[src/rtl/pktrx_pkg.sv]
package pktrx_pkg;

  localparam int CMD_W  = 10;
  localparam int BEATS  = 4;
  localparam int ID_W   = 8;
  localparam int PKT_W  = CMD_W * BEATS;

  // field positions inside the assembled packet
  localparam int ID_LO    = 32;
  localparam int CMD_LO   = 26;
  localparam int BANK_LO  = 23;
  localparam int ROW_LO   = 12;
  localparam int SPARE_LO = 7;
  localparam int COL_LO   = 0;

  localparam int BANK_W  = CMD_LO - BANK_LO;
  localparam int ROW_W   = BANK_LO - ROW_LO;
  localparam int SPARE_W = ROW_LO - SPARE_LO;
  localparam int COL_W   = SPARE_LO - COL_LO;
  localparam int OPC_W   = 6;

  typedef enum logic [2:0] {
    OP_READ      = 3'd0,
    OP_WRITE     = 3'd1,
    OP_ROW_OPEN  = 3'd2,
    OP_ROW_CLOSE = 3'd3,
    OP_REFRESH   = 3'd4,
    OP_CFG_READ  = 3'd5,
    OP_CFG_WRITE = 3'd6
  } op_e;

  typedef struct packed {
    logic loadFirst;  // start a new packet with this word
    logic shiftIn;    // append a middle beat
    logic commit;     // this word is the last beat
  } rx_strobe_t;

endpackage

[src/rtl/pktrx_ctrl.sv]
module pktrx_ctrl
  import pktrx_pkg::*;
#(
  parameter int BEATS_P = BEATS
) (
  input  logic       clk,
  input  logic       rstN,
  input  logic       cmdFlag,
  output rx_strobe_t strobe
);

  localparam int BEAT_W = (BEATS_P > 2) ? $clog2(BEATS_P) : 1;
  localparam logic [BEAT_W-1:0] LAST_BEAT = BEAT_W'(BEATS_P - 1);

  logic              busy;
  logic [BEAT_W-1:0] beatIdx;

  always_comb begin
    strobe           = '0;
    strobe.loadFirst = cmdFlag;
    strobe.shiftIn   = !cmdFlag && busy && (beatIdx != LAST_BEAT);
    strobe.commit    = !cmdFlag && busy && (beatIdx == LAST_BEAT);
  end

  always_ff @(posedge clk) begin
    if (!rstN) begin
      busy    <= 1'b0;
      beatIdx <= '0;
    end else if (cmdFlag) begin
      busy    <= 1'b1;
      beatIdx <= BEAT_W'(1);
    end else if (busy) begin
      if (beatIdx == LAST_BEAT) begin
        busy    <= 1'b0;
        beatIdx <= '0;
      end else begin
        beatIdx <= beatIdx + BEAT_W'(1);
      end
    end
  end

  AST_ONE_STROBE: assert property (@(posedge clk) disable iff (!rstN)
    $onehot0(strobe)) else $error("strobes overlap");

  AST_FLAG_RESTART: assert property (@(posedge clk) disable iff (!rstN)
    cmdFlag |=> (busy && beatIdx == BEAT_W'(1))) else $error("flag did not restart");

  AST_IDLE_QUIET: assert property (@(posedge clk) disable iff (!rstN)
    (!busy && !cmdFlag) |-> !strobe.shiftIn && !strobe.commit) else $error("idle word used");

endmodule

[src/rtl/pktrx_dp.sv]
module pktrx_dp
  import pktrx_pkg::*;
#(
  parameter int CMD_W_P = CMD_W,
  parameter int BEATS_P = BEATS,
  parameter int ID_W_P  = ID_W
) (
  input  logic                 clk,
  input  logic                 rstN,
  input  rx_strobe_t           strobe,
  input  logic [CMD_W_P-1:0]   cmdWord,
  input  logic [ID_W_P-1:0]    ownId,
  output logic                 pktValid,
  output logic [2:0]           opCode,
  output logic [BANK_W-1:0]    bankOut,
  output logic [ROW_W-1:0]     rowOut,
  output logic [SPARE_W-1:0]   spareOut,
  output logic [COL_W-1:0]     colOut
);

  localparam int PKT_W_L = CMD_W_P * BEATS_P;
  localparam int HOLD_W  = PKT_W_L - CMD_W_P;

  logic [HOLD_W-1:0]  held;
  logic [PKT_W_L-1:0] full;
  logic [OPC_W-1:0]   cmd;
  logic               idHit;
  logic               legal;
  op_e                opNext;
  logic               accept;

  // earlier beats, oldest in the top bits
  always_ff @(posedge clk) begin
    if (!rstN) begin
      held <= '0;
    end else if (strobe.loadFirst) begin
      held <= {{(HOLD_W-CMD_W_P){1'b0}}, cmdWord};
    end else if (strobe.shiftIn) begin
      held <= {held[HOLD_W-CMD_W_P-1:0], cmdWord};
    end
  end

  assign full  = {held, cmdWord};
  assign cmd   = full[CMD_LO +: OPC_W];
  assign idHit = (full[ID_LO +: ID_W_P] == ownId);

  always_comb begin
    opNext = OP_READ;
    legal  = (cmd[4:3] == 2'b00);
    if (!cmd[5]) begin
      opNext = cmd[0] ? OP_WRITE : OP_READ;
    end else begin
      unique case (cmd[2:0])
        3'd0:    opNext = OP_ROW_OPEN;
        3'd1:    opNext = OP_ROW_CLOSE;
        3'd2:    opNext = OP_REFRESH;
        3'd3:    opNext = OP_CFG_READ;
        3'd4:    opNext = OP_CFG_WRITE;
        default: legal  = 1'b0;
      endcase
    end
  end

  assign accept = strobe.commit && idHit && legal;

  always_ff @(posedge clk) begin
    if (!rstN) begin
      pktValid <= 1'b0;
      opCode   <= '0;
      bankOut  <= '0;
      rowOut   <= '0;
      spareOut <= '0;
      colOut   <= '0;
    end else begin
      pktValid <= accept;
      if (accept) begin
        opCode   <= opNext;
        bankOut  <= full[BANK_LO +: BANK_W];
        rowOut   <= full[ROW_LO +: ROW_W];
        spareOut <= full[SPARE_LO +: SPARE_W];
        colOut   <= full[COL_LO +: COL_W];
      end
    end
  end

  AST_VALID_PULSE: assert property (@(posedge clk) disable iff (!rstN)
    pktValid |=> !pktValid) else $error("strobe longer than one cycle");

  AST_VALID_AFTER_LAST: assert property (@(posedge clk) disable iff (!rstN)
    pktValid |-> $past(strobe.commit)) else $error("strobe without last beat");

  AST_OP_LEGAL: assert property (@(posedge clk) disable iff (!rstN)
    pktValid |-> (opCode <= 3'd6)) else $error("undefined op code");

  AST_FIELDS_HOLD: assert property (@(posedge clk) disable iff (!rstN)
    !pktValid |-> ($stable(rowOut) && $stable(colOut) && $stable(bankOut))) else $error("fields moved");

endmodule

[src/rtl/pktrx_top.sv]
module pktrx_top (
  input  logic        clk,
  input  logic        rstN,
  input  logic        cmdFlag,
  input  logic [9:0]  cmdWord,
  input  logic [7:0]  ownId,
  output logic        pktValid,
  output logic [2:0]  opCode,
  output logic [2:0]  bankOut,
  output logic [10:0] rowOut,
  output logic [4:0]  spareOut,
  output logic [6:0]  colOut
);
  import pktrx_pkg::*;

  rx_strobe_t strobe;

  pktrx_ctrl #(.BEATS_P(BEATS)) uCtrl (
    .clk     (clk),
    .rstN    (rstN),
    .cmdFlag (cmdFlag),
    .strobe  (strobe)
  );

  pktrx_dp #(.CMD_W_P(CMD_W), .BEATS_P(BEATS), .ID_W_P(ID_W)) uDp (
    .clk      (clk),
    .rstN     (rstN),
    .strobe   (strobe),
    .cmdWord  (cmdWord),
    .ownId    (ownId),
    .pktValid (pktValid),
    .opCode   (opCode),
    .bankOut  (bankOut),
    .rowOut   (rowOut),
    .spareOut (spareOut),
    .colOut   (colOut)
  );

endmodule

[config.mk]
export PLATFORM = sky130hd
export DESIGN_NAME = pktrx_top
export DESIGN_NICKNAME = d
export VERILOG_FILES = /design/src/rtl/pktrx_pkg.sv /design/src/rtl/pktrx_ctrl.sv /design/src/rtl/pktrx_dp.sv /design/src/rtl/pktrx_top.sv
export SDC_FILE = /design/constraint.sdc
export NUM_CORES = 1
export LEC_CHECK = 0
export BUFFER_PORTS_ARGS = -buffer_cell sky130_fd_sc_hd__buf_2
export CORE_MARGIN = 2
export CORE_UTILIZATION = 50
export CTS_BUF_LIST = sky130_fd_sc_hd__clkbuf_8
export DETAILED_ROUTE_END_ITERATION = 12
export PLACE_DENSITY = 0.7
export SKIP_CTS_REPAIR_TIMING = 1
export SLEW_MARGIN = 15
export SYNTH_ARGS = -nofsm -noshare
export SYNTH_HDL_FRONTEND = slang
export SYNTH_SLANG_ARGS = --single-unit
[constraint.sdc]
create_clock -name clk -period 1.95 [get_ports clk]
set_clock_uncertainty 0.1 [all_clocks]
set_input_delay 0.4875 -clock clk [delete_from_list [all_inputs] [get_ports clk]]
set_output_delay 0.4875 -clock clk [all_outputs]
set_load 0.01 [all_outputs]
==> results.ini, run 1 <==
[outcome]
outcome = finished clean

[pwr]
ir_drop_uv = 508.5
p_leak_nw = 1.190
p_per_area_nw_per_um2 = 914.1

[routing]
drc = 0
route.antenna.remaining_nets = 0
viasPerCell = 5.715
num_vias = 2366
dr.pass1.iters = 4
drt-total-wl_um = 6513
drtIter0Drc = 121
wl_per_cell_um = 15.73

[synthesis]
synth_most_common_cell = dfxtp_1
syn_inst = 295
ys_top_cells_by_area = dfxtp_1 (48%), a21oi_1 (9.8%), o31ai_1 (8.4%), nand4_1 (7.5%), nand2_1 (5.8%)
yosys.area.top_type_share = 0.4846
synth_area_um2 = 2602
synth_common_cells = dfxtp_1 (63), a21oi_1 (51), nand2_1 (40)
synth_warnings = 0
seq_area_frac_synth = 0.4846
ys_ff_latch = 63
syn-num-nets = 317
avgSynthCellArea_um2 = 8.822
synth-edff-count = 0
async_flop_share = 0
synth_area_leader_cell = dfxtp_1
synth_flop_cell = dfxtp_1
synthDistinctLibCells = 27

[setup_path]
worstPathMaxFanout = 20
path_buf_inv = 0
slowest_stage = or3b_2
cpLargestDelayFamily = simple AND/OR/NAND/NOR gates
crit_chain = ha_1 > or3b_2 > nand2_1 > a21oi_1
startpoint_type = flip-flop
required_ns = 2.06
cpPeakStageDelay_ns = 0.68
arrival_ns = 1.83
endpoint_kind = flip-flop
worst-setup-path-type = flip-flop to flip-flop

[sta]
fin_crit_ns = 1.719
worstMarginPinSlew_ns = 0.4312
setup_ws_ns = 0.2308
slew_headroom = 0.7126
drv_slew = 0
fmax_mhz = 581.7
rsz0062_at_grt = false
finalHoldViolCount = 0
period_share = 0.8816
timing.setup.tns_ns = 0
setup_viol = 0

[min_path]
min_path_type = input port to flip-flop

[grt]
grt_max_degree = 42
grt_pass1_wl_um = 10700
antenna_found_initial = 0
grt.overflow.total = 0
grt_pass1_vias = 2263
grtUsageTotal = 0.2284

[floorplanning]
ios = 51
initial_core_util = 0.5128
die_h_um = 76.15
die-area_um2 = 5798
rows = 26
coreArea_um2 = 5075
fp.dieW_um = 76.15

[final_layout]
area_delta_synth_final_pct = 23.03
finalNetCount = 361
drive_above_1_share = 0.2384
antenna_cells = 0

[cts]
cts_buffer_depth = 2
cts_tree = built
cts_max_level = 3
cts_root_buf = clkbuf_8
clock_latency_ns = 0.34
clock-sinks = 63
cts_inserted_buffers = 9
clk_transition_reported_paths_ns = 0.07

[flow_run]
max_cap_violations = 0

[placed_design]
pre_cts_slack_ns = 0.07828
portBuffers = 50
gp_congestion = 0.7819
hpwl_um = 3973

==> area by class of cell <==
| class | count | area [um2] |
|---|---|---|
| multi-input combinational | 201 | 1200 |
| inverter | 2 | 7.507 |
| tap | 70 | 87.58 |
| clock buffer | 11 | 151.4 |
| timing repair buffer | 62 | 390.4 |
| clock inverter | 5 | 103.9 |
| sequential | 63 | 1261 |
| fill | 463 | 1873 |
==> final timing paths <==
path | startpoint | endpoint | slack [ns] | depth (start not counted)
setup / recovery | uCtrl.beatIdx[0]$_SDFFE_PN0P_ | uDp.held[10]$_SDFFE_PP0P_ | 0.23 | 4
hold / removal | cmdWord[5] | uDp.held[5]$_SDFFE_PN0P_ | 0.30 | 3
setup reg to reg | uCtrl.beatIdx[0]$_SDFFE_PN0P_ | uDp.held[10]$_SDFFE_PP0P_ | 0.23 | 4
hold reg to reg | uDp.held[24]$_SDFFE_PP0P_ | uDp.held[24]$_SDFFE_PP0P_ | 0.37 | 2
==> cell families (layout without fill, tap and decap cells) <==
family / count (synthesis) / count (layout) / share of synthesized area
adder cells (fa/ha/maj): 1 / 1 / 0.004807
AND/OR/NAND/NOR: 97 / 97 / 0.1918
XOR/XNOR: 8 / 8 / 0.02692
flip-flops: 63 / 63 / 0.4846
buffers and inverters: 31 / 80 / 0.05625
AO/OA/AOI/OAI: 84 / 84 / 0.1933
multiplexers: 11 / 11 / 0.04231
==> cell usage in the layout, fill, tap and decap left out <==
cell,count
clkinv_2,1
nor4b_4,1
nor2_1,14
or3b_2,2
clkinv_4,1
o21a_1,1
and4_1,2
and3_1,1
mux2i_1,11
a21boi_0,1
nor2b_1,1
nand4_1,31
nand2_1,40
o211ai_1,1
a211oi_1,1
a21oi_1,51
clkbuf_8,11
bufinv_16,3
nor4_1,1
nor3b_2,1
buf_4,8
ha_1,1
nand2b_1,2
o31ai_1,29
dfxtp_1,63
buf_12,4
nand3_1,1
xnor2_1,8
inv_1,2
buf_2,50
==> flip-flops by register name (all words and copies together) (netlist names) <==
name / cells
uDp.spareOut: 5
uDp.opCode: 3
uDp.bankOut: 3
uCtrl.beatIdx: 2
uDp.pktValid: 1
uDp.colOut: 7
uDp.held: 30
uCtrl.busy: 1
uDp.rowOut: 11
==> routing by layer <==
layer,GRT usage,share of wire
met5,0,0
met4,0.1091,0.018
met3,0.04265,0.036
met2,0.3795,0.49
met1,0.2873,0.45
==> worst reg2reg max path, cell delays in order, from the launching register on <==
cell and delay (ns):
dfxtp_1 0.33, ha_1 0.26, or3b_2 0.68, nand2_1 0.15, a21oi_1 0.08
==> stage by stage <==
step	hold WS (ns)	total power, mW	instance area [um2]	utilization	cells
3_5_place_dp	0.3589	1.527	2947	0.5806	398
4_1_cts	0.2900	2.937	3202	0.6309	414
5_1_grt	0.3101	3.015	3202	0.6309	414
6_report	0.2993	2.927	3202	0.6309	414
2_1_floorplan	0.3447	1.457	2603	-	295
3_3_place_gp	0.3490	1.523	2947	0.5806	398
==> report_power, final <==
part	total (mW)	leakage (nW)	internal (mW)	switching, mW
Combinational	0.174	0.550	0.0665	0.108
Clock	1.43	0.130	0.919	0.508
Sequential	1.33	0.510	1.31	0.0188
Power figures use the tool's default switching activity.
==> inputs of run 2 (changes only) <==
--- a/config.mk
+++ b/config.mk
@@ -6,11 +6,12 @@
 export NUM_CORES = 1
 export LEC_CHECK = 0
 export BUFFER_PORTS_ARGS = -buffer_cell sky130_fd_sc_hd__buf_2
-export CORE_MARGIN = 2
-export CORE_UTILIZATION = 50
+export CELL_PAD_IN_SITES_DETAIL_PLACEMENT = 0
+export CELL_PAD_IN_SITES_GLOBAL_PLACEMENT = 1
+export CORE_UTILIZATION = 42
 export CTS_BUF_LIST = sky130_fd_sc_hd__clkbuf_8
 export DETAILED_ROUTE_END_ITERATION = 12
-export PLACE_DENSITY = 0.7
+export PLACE_DENSITY = 0.78
 export SKIP_CTS_REPAIR_TIMING = 1
 export SLEW_MARGIN = 15
 export SYNTH_ARGS = -nofsm -noshare
==> results.ini, run 2 (synthesis results as in run 1) <==
[placed_design]
portBuffers = 50
pre_cts_slack_ns = 0.1142
hpwl_um = 4046
gp_congestion = 0.7408
place_area_um2 = 2958

[grt]
grt_use_met2 = 0.3517
met1_usage = 0.2919
grtUsageMet3 = 0.03636
grt.overflow.total = 0
antenna_found_initial = 0
grt_max_degree = 34
grtUsageTotal = 0.2230
busiest_layer = met2
grt_pass1_wl_um = 10940
grt_pass1_vias = 2218

[sta]
setup_ws_ns = 0.2517
period_share = 0.8709
finalHoldViolCount = 0
setup_viol = 0
timing.setup.tns_ns = 0
rsz0062_at_grt = false
fin_crit_ns = 1.698
worstMarginPinSlew_ns = 0.4551
slew_headroom = 0.6966
drv_slew = 0
fmax_mhz = 588.8

[floorplanning]
initial_core_util = 0.4370
ios = 51
die-area_um2 = 6515
coreArea_um2 = 5956
rows = 28
fp.dieW_um = 80.72
die_h_um = 80.72

[final_layout]
area_delta_synth_final_pct = 19.71
largest_register_ff_count = 30
finalNetCount = 360
fin_area_um2 = 3115
antenna_cells = 0
top_register = uDp.held
fillerInstances = 605
largestRegisters = uDp.held x30, uDp.rowOut x11, uDp.colOut x7
post-route-util = 0.5231
layout.cells.most_common = dfxtp_1
drive_above_1_share = 0.2222
most-common-layout-cells = dfxtp_1 (63), a21oi_1 (51), buf_2 (50), nand2_1 (40), nand4_1 (31)

[routing]
drc = 0
wl_per_cell_um = 15.65
dr.pass1.iters = 4
num_vias = 2342
drt-total-wl_um = 6526
route.antenna.remaining_nets = 0
drtIter0Drc = 171
viasPerCell = 5.616

[pwr]
p_leak_nw = 1.156
p_per_area_nw_per_um2 = 783.0
ir_drop_uv = 394.3
power.internal_mw = 1.843
power_frac_clock = 0.384
netSwitchingPower_uw = 596.2
seq_power_share = 0.544
switching_share = 0.2444
pwr-share-comb = 0.072

[min_path]
min_path_type = input port to flip-flop

[setup_path]
startpoint_type = flip-flop
required_ns = 2.05
arrival_ns = 1.80
worst-setup-path-type = flip-flop to flip-flop
worstPathMaxFanout = 20
endpoint_kind = flip-flop

[cts]
cts_inserted_buffers = 9
cts_root_buf = clkbuf_8
clock-sinks = 63
clock_latency_ns = 0.34
cts_max_level = 3
clk_transition_reported_paths_ns = 0.06
cts_tree = built
cts_buffer_depth = 2

[flow_run]
max_cap_violations = 0

[outcome]
outcome = finished clean

[run 2: cell types whose count changed in the layout (fill, tap and decap cells not counted)]
cell,previous run,this run
bufinv_16,3,0
inv_1,2,6
buf_4,8,6
clkinv_4,1,0
clkbuf_8,11,10
buf_12,4,5
[run 2: layer usage]
layer | up-vias | share of wire
met2 | 52 | 0.48
met4 | 0 | 0.019
met3 | 11 | 0.040
met5 | - | 0
li1 | 1150 | -
met1 | 1129 | 0.46
[run 2: final timing paths]
check | endpoint | from | slack, ns | cells after the start
max reg2reg | uDp.held[17]$_SDFFE_PP0P_ | uCtrl.beatIdx[0]$_SDFFE_PN0P_ | 0.25 | 4
min reg2reg | uDp.colOut[2]$_SDFFE_PN0P_ | uDp.colOut[2]$_SDFFE_PN0P_ | 0.36 | 2
max | uDp.held[17]$_SDFFE_PP0P_ | uCtrl.beatIdx[0]$_SDFFE_PN0P_ | 0.25 | 4
min | uCtrl.beatIdx[0]$_SDFFE_PN0P_ | rstN | 0.29 | 2
[run 2: worst max-delay path, cell delays in order, from the launching register on]
cell and delay (ns):
dfxtp_1 0.32, ha_1 0.26, or3b_2 0.68, nand2_1 0.14
a21oi_1 0.07
[run 2: power by group through the flow]
stage | clock network, mW | registers [mW] | logic, mW
global placement | 0 | 1.35 | 0.173
detailed placement | 0 | 1.36 | 0.174
floorplan | 0 | 1.35 | 0.109
global route | 1.03 | 1.33 | 0.193
finish | 0.938 | 1.33 | 0.175
CTS | 0.957 | 1.33 | 0.176
[run 2: layout make-up]
cell class / count / area (um2) / share of cell area
Clock inverter: 5 / 20.02 / 0.006426
Sequential cell: 63 / 1261 / 0.4048
Inverter: 2 / 7.507 / 0.002410
Clock buffer: 10 / 137.6 / 0.04418
Tap cell: 75 / 93.84 / 0.03012
Timing Repair Buffer: 61 / 395.4 / 0.1269
Multi-Input combinational cell: 201 / 1200 / 0.3851
[run 2: through the flow]
step | instances | total power [mW] | hold WS [ns]
global placement | 402 | 1.528 | 0.3492
finish | 417 | 2.439 | 0.2904
CTS | 417 | 2.460 | 0.2883
detailed placement | 402 | 1.529 | 0.3557
global route | 417 | 2.548 | 0.3057
floorplan | 295 | 1.457 | 0.3447
